`src/rtl/csc_pkg.sv`:
```
`timescale 1ns/1ps
package csc_pkg;
    localparam int PIX_W  = 8;
    localparam int FRAC_W = 8;
    localparam int REG_W  = 16;
    localparam int ADDR_W = 3;
    localparam int CH_N   = 3;
    localparam int CH_G   = 1;
    localparam int PIPE_N = 3;

    localparam int YOF_W  = PIX_W;
    localparam int KY_W   = FRAC_W + 2;
    localparam int KW_W   = FRAC_W + 3;
    localparam int KN_W   = FRAC_W + 2;

    localparam int LUMA_W = PIX_W + 2;
    localparam int PROD_W = KW_W + PIX_W + 1;
    localparam int ACC_W  = PROD_W + 2;

    typedef enum logic [ADDR_W-1:0] {
        REG_YOF = 3'd0,
        REG_KY  = 3'd1
    } csc_reg_e;

    typedef struct packed {
        logic [YOF_W-1:0]           yof;
        logic [KY_W-1:0]            ky;
        logic [CH_N-1:0][KW_W-1:0]  ku;
        logic [CH_N-1:0][KW_W-1:0]  kv;
    } csc_coef_t;

    typedef struct packed {
        logic [PROD_W-1:0]            yp;
        logic [CH_N-1:0][PROD_W-1:0]  up;
        logic [CH_N-1:0][PROD_W-1:0]  vp;
    } csc_front_t;

    localparam logic [KY_W-1:0] KY_UNITY = KY_W'(1 << FRAC_W);
    localparam csc_coef_t COEF_RST = '{yof: '0, ky: KY_UNITY, ku: '0, kv: '0};
endpackage

```
`src/rtl/csc_coef_regs.sv`:
```
`timescale 1ns/1ps
module csc_coef_regs
    import csc_pkg::*;
(
    input  logic              clk,
    input  logic              rst_n,
    input  logic              we,
    input  logic [ADDR_W-1:0] addr,
    input  logic [REG_W-1:0]  wdata,
    output csc_coef_t         coef_q
);
    csc_coef_t coef_d;

    // Narrow (s.1.8) words are sign-extended so every channel shares one width.
    function automatic logic [KW_W-1:0] unpack_k(input logic [REG_W-1:0] w, input bit narrow);
        if (narrow) return {w[KN_W-1], w[KN_W-1:0]};
        return w[KW_W-1:0];
    endfunction

    always_comb begin
        coef_d = coef_q;
        if (we) begin
            if (addr == REG_YOF) coef_d.yof = wdata[YOF_W-1:0];
            if (addr == REG_KY)  coef_d.ky  = wdata[KY_W-1:0];
            for (int c = 0; c < CH_N; c++) begin
                if (addr == ADDR_W'(2 + 2 * c)) coef_d.ku[c] = unpack_k(wdata, c == CH_G);
                if (addr == ADDR_W'(3 + 2 * c)) coef_d.kv[c] = unpack_k(wdata, c == CH_G);
            end
        end
    end

    always_ff @(posedge clk or negedge rst_n) begin
        if (!rst_n) coef_q <= COEF_RST;
        else        coef_q <= coef_d;
    end
endmodule

```
`src/rtl/csc_front.sv`:
```
`timescale 1ns/1ps
module csc_front
    import csc_pkg::*;
(
    input  logic             clk,
    input  logic             rst_n,
    input  logic [PIX_W-1:0] y,
    input  logic [PIX_W-1:0] u,
    input  logic [PIX_W-1:0] v,
    input  csc_coef_t        coef,
    output csc_front_t       st_q
);
    csc_front_t st_d;
    logic signed [LUMA_W-1:0] ysum;
    logic [PIX_W-1:0]         yclip;
    logic signed [PIX_W-1:0]  uc;
    logic signed [PIX_W-1:0]  vc;

    always_comb begin
        ysum = LUMA_W'($signed({1'b0, y})) + LUMA_W'($signed(coef.yof));
        if (ysum[LUMA_W-1])                 yclip = '0;
        else if (|ysum[LUMA_W-2:PIX_W])     yclip = '1;
        else                                yclip = ysum[PIX_W-1:0];

        // Flipping the MSB subtracts the mid-code from an 8-bit sample.
        uc = {~u[PIX_W-1], u[PIX_W-2:0]};
        vc = {~v[PIX_W-1], v[PIX_W-2:0]};

        st_d.yp = PROD_W'($signed({1'b0, yclip})) * PROD_W'($signed({1'b0, coef.ky}));
        for (int c = 0; c < CH_N; c++) begin
            st_d.up[c] = PROD_W'($signed(coef.ku[c])) * PROD_W'(uc);
            st_d.vp[c] = PROD_W'($signed(coef.kv[c])) * PROD_W'(vc);
        end
    end

    always_ff @(posedge clk or negedge rst_n) begin
        if (!rst_n) st_q <= '0;
        else        st_q <= st_d;
    end
endmodule

```
`src/rtl/csc_chan_tail.sv`:
```
`timescale 1ns/1ps
module csc_chan_tail
    import csc_pkg::*;
(
    input  logic                     clk,
    input  logic                     rst_n,
    input  logic signed [PROD_W-1:0] yp,
    input  logic signed [PROD_W-1:0] up,
    input  logic signed [PROD_W-1:0] vp,
    output logic [PIX_W-1:0]         pix_q
);
    localparam int HALF = 1 << (FRAC_W - 1);

    typedef struct packed {
        logic signed [ACC_W-1:0] acc;
        logic [PIX_W-1:0]        pix;
    } tail_t;

    tail_t st_d, st_q;
    logic signed [ACC_W-1:0] rnd;
    logic signed [ACC_W-1:0] sh;

    always_comb begin
        st_d.acc = ACC_W'(yp) + ACC_W'(up) + ACC_W'(vp);
        rnd = st_q.acc + ACC_W'(HALF);
        sh  = rnd >>> FRAC_W;
        if (sh[ACC_W-1])                    st_d.pix = '0;
        else if (|sh[ACC_W-2:PIX_W])        st_d.pix = '1;
        else                                st_d.pix = sh[PIX_W-1:0];
    end

    always_ff @(posedge clk or negedge rst_n) begin
        if (!rst_n) st_q <= '0;
        else        st_q <= st_d;
    end

    assign pix_q = st_q.pix;
endmodule

```
`src/rtl/yuv2rgb_csc.sv`:
```
`timescale 1ns/1ps
module yuv2rgb_csc
    import csc_pkg::*;
#(
    parameter int SIDE_W = 4
) (
    input  logic              clk,
    input  logic              rst_n,
    input  logic              cfg_we,
    input  logic [2:0]        cfg_addr,
    input  logic [15:0]       cfg_wdata,
    input  logic              in_vld,
    input  logic [7:0]        in_y,
    input  logic [7:0]        in_u,
    input  logic [7:0]        in_v,
    input  logic [SIDE_W-1:0] in_side,
    output logic              out_vld,
    output logic [7:0]        out_r,
    output logic [7:0]        out_g,
    output logic [7:0]        out_b,
    output logic [SIDE_W-1:0] out_side
);
    typedef struct packed {
        logic              vld;
        logic [SIDE_W-1:0] side;
    } sb_t;

    csc_coef_t                   coef;
    csc_front_t                  front_q;
    logic [CH_N-1:0][PIX_W-1:0]  pix;
    sb_t  [PIPE_N-1:0]           sb_d, sb_q;

    csc_coef_regs u_regs (
        .clk    (clk),
        .rst_n  (rst_n),
        .we     (cfg_we),
        .addr   (cfg_addr),
        .wdata  (cfg_wdata),
        .coef_q (coef)
    );

    csc_front u_front (
        .clk   (clk),
        .rst_n (rst_n),
        .y     (in_y),
        .u     (in_u),
        .v     (in_v),
        .coef  (coef),
        .st_q  (front_q)
    );

    for (genvar c = 0; c < CH_N; c++) begin : g_chan
        csc_chan_tail u_tail (
            .clk   (clk),
            .rst_n (rst_n),
            .yp    (front_q.yp),
            .up    (front_q.up[c]),
            .vp    (front_q.vp[c]),
            .pix_q (pix[c])
        );
    end

    always_comb begin
        sb_d[0] = '{vld: in_vld, side: in_side};
        for (int i = 1; i < PIPE_N; i++) sb_d[i] = sb_q[i-1];
    end

    always_ff @(posedge clk or negedge rst_n) begin
        if (!rst_n) sb_q <= '0;
        else        sb_q <= sb_d;
    end

    assign out_vld  = sb_q[PIPE_N-1].vld;
    assign out_side = sb_q[PIPE_N-1].side;
    assign out_r    = pix[0];
    assign out_g    = pix[1];
    assign out_b    = pix[2];
endmodule

```
`config.mk`:
```
export PLATFORM = sky130hd
export DESIGN_NAME = yuv2rgb_csc
export DESIGN_NICKNAME = d
export VERILOG_FILES = /design/src/rtl/csc_pkg.sv /design/src/rtl/csc_coef_regs.sv /design/src/rtl/csc_front.sv /design/src/rtl/csc_chan_tail.sv /design/src/rtl/yuv2rgb_csc.sv
export SDC_FILE = /design/constraint.sdc
export NUM_CORES = 2
export LEC_CHECK = 0
export ABC_AREA = 1
export BUFFER_PORTS_ARGS = -buffer_cell sky130_fd_sc_hd__buf_2
export CAP_MARGIN = 40
export CORE_AREA = 5 5 265 267
export CTS_BUF_LIST = sky130_fd_sc_hd__clkbuf_2
export DETAILED_ROUTE_END_ITERATION = 12
export DIE_AREA = 0 0 270 272
export GPL_ROUTABILITY_DRIVEN = 0
export MAX_ROUTING_LAYER = met4
export PLACE_DENSITY = 0.71
export RECOVER_POWER = 100
export REMOVE_ABC_BUFFERS = 1
export SLEW_MARGIN = 25
export SYNTH_ARGS = -nofsm -noshare
export SYNTH_HDL_FRONTEND = slang
export SYNTH_SLANG_ARGS = --single-unit
```
`constraint.sdc`:
```
create_clock -name clk -period 7.2 [get_ports clk]
set_input_delay 0.36 -clock clk [delete_from_list [all_inputs] [get_ports clk]]
set_output_delay 0.36 -clock clk [all_outputs]
set_load 0.02 [all_outputs]
```
* Yosys cells after proc, flatten, opt, wreduce, memory -nomap -nowiden
Cells that the tools add are included.
** Word-level totals
- Bits in registers :: 321
- Logic and storage cells :: 79
- Input bits :: 51
** Operators by class
- $mul :: 7
- Reductions and logical operators :: 12
- Add/subtract/negate cells :: 10
- Bitwise logic cells :: 2
- Equal/unequal tests :: 7
- Multiplexer cells :: 14
** Operators with widths (number)
- 11-bit by 8-bit multiplier with 19-bit output :: 6
- 22-bit by 9-bit adder with 22-bit output, second input constant :: 3
- 8-bit two-way mux :: 8
- 20-bit by 19-bit adder with 21-bit output :: 3
- 19-bit by 19-bit adder with 20-bit output :: 3
- 11-bit two-way mux :: 2
- 8-bit by 10-bit multiplier with 18-bit output :: 1
- 6-bit OR reduction :: 3
- 2-bit AND reduction :: 8
- 3-bit == test, second input constant :: 4
- 9-bit by 8-bit adder with 10-bit output :: 1
- 3-bit by 2-bit == test with 1-bit output, second input constant :: 2
- 1-bit two-way mux :: 4
- 3-bit by 1-bit == test with 1-bit output, second input constant :: 1
- 3-bit logical NOT :: 1
- 1-bit inverter :: 2

* Depth between registers and ports, before layout
- Word-level depth :: 4
- Gate-level depth with buffers :: 30
- Mapped depth without buffers :: 28

* Cells and area by module
A second synthesis with hierarchy kept.
** Second synthesis, totals
- Cells, all modules :: 4993
- Area, all modules :: 38972.4 um^2
** Modules (own cells, without submodules)
- csc_front :: cells each 3500, sequential area each 3303.2 um^2, instances 1, area an instance 27291.2 um^2
- csc_chan_tail :: cells each 366, sequential area each 575.6 um^2, instances 3, area an instance 2668.8 um^2
- csc_coef_regs :: cells each 380, sequential area each 2053.2 um^2, instances 1, area an instance 3299.4 um^2
- yuv2rgb_csc :: cells each 15, sequential area each 375.4 um^2, instances 1, area an instance 375.4 um^2

* Worst setup path after synthesis
OpenSTA, ideal clock, no wires.
- Path kind :: input-to-reg
- Start :: input port in_y[0]
- End :: register u_front.st_q[137] (netlist bit)
- Arrival time :: 4.922 ns
- Data required time :: 7.083 ns
- Library setup time :: 0.117 ns
- Cell stages on the path :: 24
- Setup slack :: 2.161 ns
- Cells stage by stage :: ha_1 > fa_1 > nand3_1 > nand2_1 > nand2_1 > nand2_1 > nand2_1 > nand2_2 > nand2_1 > nand3_1 > fa_1 > fa_1 > inv_1 > fa_1 > inv_1 > fa_1 > inv_1 > ha_1 > nand2_1 > o21ai_0 > nor2_1 > or2_2 > nand3b_1 > nand2_1
** RTL lines
- start, declared :: line yuv2rgb_csc.sv:13 : input logic [7:0] in_y,
- end signal, assigned :: line csc_front.sv:38 : else st_q <= st_d;
- end, declared :: line csc_front.sv:11 : output csc_front_t st_q

==> reports/metrics.cfg <==
[outcome]
status=finished, violations left
violations=capacitance limit, slew limit

[routing]
drc=0
wl_per_cell_um=16.1
antenna_left=0
wirelength_um=89000
num_vias=28117
drt_first_pass_iters=6
vias_per_cell=5.10
first_iter_violations=1976

[placed_design]
port_buffers=74
dp_hpwl_um=70800

[floorplan]
row_count=96
fp.coreArea_mm2=0.0679
initial_core_util_pct=54.0
ios=80
die_w_um=270
dieArea_mm2=0.0734
die_h_um=272

[critical_path]
arrival_ns=6.95
worstSetupStartpointType=flop
r2r-start=u_regs.coef_q[80]$_DFFE_PN0P_
ff2ff_path_depth=23
cp_max_fo=29
reg2reg_to=u_front.st_q[137]$_DFF_PN0_
crit_path_end_kind=flop
cp.required_ns=8.10
rrSetupSlack_ns=1.14
path_class=flop to flop

[timing]
rsz0062_at_grt=no
skew_ns=0.119
slew-limit-headroom_pct=-235
setup_tns_ns=0
report.final.hold_viol_count=0
period_share_pct=84.1
period_minus_slack_ns=6.06
drv_slew=302
worst_pin_slew_ns=5.03
fmax_mhz=165
setup_violations=0

[layout]
final_cell_mix=1104 x inv_1, 1061 x nand2_1, 532 x fa_1
drive_above_1_share_pct=4.93
layout_commonest_cell=inv_1
syn_to_final_growth_pct=6.10
final_core_util_pct=57.3
nets=5477

[clock_network]
clock_latency_ns=1.10
cts_resized=0
cts.sink_count=295
cts_inserted_buffers=82
cts.clk_slew.worst_paths_ns=0.10
cts_max_path_buffers=3
ctsHtreeMaxLevel=3
cts_root_buf=clkbuf_2
cts_tree=built

[logic_synthesis]
yosysWarningCount=0
syn_area_per_cell_um2=8.16
yosysSeqAreaShare_pct=20.2
syn_inst=4492
syn_area_mm2=0.0366
synth-seq-cells=295
synth_cell_types=36

[grt]
grt_pass1_wl_um=147000
antenna_found_initial=5
track_usage_pct=25.7
grt_start_max_net_pins=95
grt_overflow=0
grt_pass1_vias=28713

[worst_hold_path]
whs_endpoint=u_front.st_q[61]$_DFF_PN0_
hold_depth=4
min_path_type=primary input to flop
hold_path.startpoint=in_u[1]

[job]
drv_cap=6

critical path, stage by stage, from the launching register on:
cell,delay [ns]
dfrtp_1,0.39
ha_1,0.38
nand2_1,0.10
nand2_1,0.07
a21oi_1,0.17
nand2_1,0.10
nand2_1,0.08
nand3_1,0.07
nand2_1,0.85
nand3_1,0.24
fa_1,0.57
fa_1,0.55
inv_1,0.05
fa_1,0.48
inv_1,0.05
fa_1,0.47
inv_1,0.04
ha_1,0.36
nand2_1,0.12
o21ai_0,0.23
nor2_1,0.09
or2_2,0.29
nand3b_1,0.08
nand2_1,0.05
metal layers:
metal	track usage [%]	wire length [µm]	up-vias
li1	-	-	13512
met1	33.1	37900	13567
met2	41.9	42000	868
met3	4.41	6260	170
met4	8.28	2800	0
met5	-	0	-
timing repair:
item / in CTS / in global routing
hold buffers: 67 / 0
endpoints found under the hold margin: 281 / 0
setup buffers: 0 / 0
cells in the mapped netlist:
library cell | count | area (µm²)
buf_1 | 2 | 7.51
or2_2 | 46 | 288
nand3b_1 | 9 | 67.6
inv_1 | 1104 | 4140
buf_12 | 1 | 20.0
xnor2_1 | 68 | 596
o21bai_1 | 21 | 158
nand2_1 | 1059 | 3980
clkbuf_2 | 9 | 45.0
ha_1 | 318 | 3980
nor2_1 | 201 | 754
buf_2 | 1 | 5.00
buf_4 | 24 | 180
nor2_2 | 3 | 18.8
a22oi_1 | 3 | 22.5
dfstp_2 | 1 | 26.3
dfrtp_1 | 294 | 7360
nand4_1 | 30 | 188
nand3_2 | 1 | 10.0
fa_1 | 532 | 10700
a21o_1 | 11 | 82.6
nand2_2 | 2 | 12.5
a31oi_1 | 5 | 31.3
o21ai_1 | 3 | 15.0
a21oi_1 | 166 | 831
buf_8 | 1 | 15.0
clkbuf_1 | 118 | 443
a21oi_2 | 2 | 17.5
nand2_4 | 8 | 90.1
a21boi_0 | 3 | 22.5
xor2_1 | 93 | 815
nand3_1 | 163 | 816
nor3_1 | 22 | 110
nor4_1 | 4 | 25.0
o21ai_0 | 161 | 806
and3_1 | 3 | 18.8
kinds of logic (layout without fill, tap and decap cells):
kind of cell             Yosys count  in the layout  share of synthesized area (%)
AND/OR/NAND/NOR                 1551           1551                           17.4
buffers and inverters           1260           1394                           13.3
adder cells (fa/ha/maj)          850            850                           39.9
AO/OA/AOI/OAI                    375            375                           5.42
flip-flops                       295            295                           20.2
XOR/XNOR                         161            161                           3.85
other                              0              3                              0
registers in the layout (all words and copies together) (netlist names):
name	count
sb_d	10
out_vld	1
u_front.st_q	132
g_chan.u_tail.pix_q	24
out_side	4
u_regs.coef_q	82
g_chan.u_tail.st_q	42
through the flow:
step / worst slack [ns] / cells / hold WS (ns) / instance area (µm²)
final: 1.14 / 5511 / 0.148 / 38900
after detailed placement: 1.49 / 5305 / 0.336 / 37500
after floorplan: 1.95 / 4336 / 0.0644 / 35900
after CTS: 1.50 / 5506 / 0.0378 / 39000
after global routing: 0.718 / 5510 / 0.117 / 38900
after global placement: 1.52 / 5305 / 0.331 / 37500
how the worst max path moves through the flow:
| stage | startpoint | to | slack, ns | cells past startpoint |
|---|---|---|---|---|
| after global routing | u_regs.coef_q[80]$_DFFE_PN0P_ | u_front.st_q[137]$_DFF_PN0_ | 0.72 | 25 |
| final | u_regs.coef_q[80]$_DFFE_PN0P_ | u_front.st_q[137]$_DFF_PN0_ | 1.14 | 23 |
| after detailed placement | in_y[4] | u_front.st_q[137]$_DFF_PN0_ | 1.49 | 24 |
| after global placement | in_y[4] | u_front.st_q[137]$_DFF_PN0_ | 1.52 | 24 |
| after CTS | u_regs.coef_q[80]$_DFFE_PN0P_ | u_front.st_q[137]$_DFF_PN0_ | 1.50 | 23 |
| after floorplan | in_y[4] | u_front.st_q[137]$_DFF_PN0_ | 1.95 | 23 |
area by class of cell:
cell class,instances,area (µm²)
Antenna cell,3,7.51
Clock buffer,101,505
Multi-Input combinational cell,2937,24400
Sequential cell,295,7380
Fill cell,6119,29000
Timing Repair Buffer,156,1100
Tap cell,882,1100
Inverter,1104,4140
Clock inverter,33,245
Power is left out: the tool's default activity adds up to more than one toggle a clock period on the data nets, which glitch-free logic cannot reach.
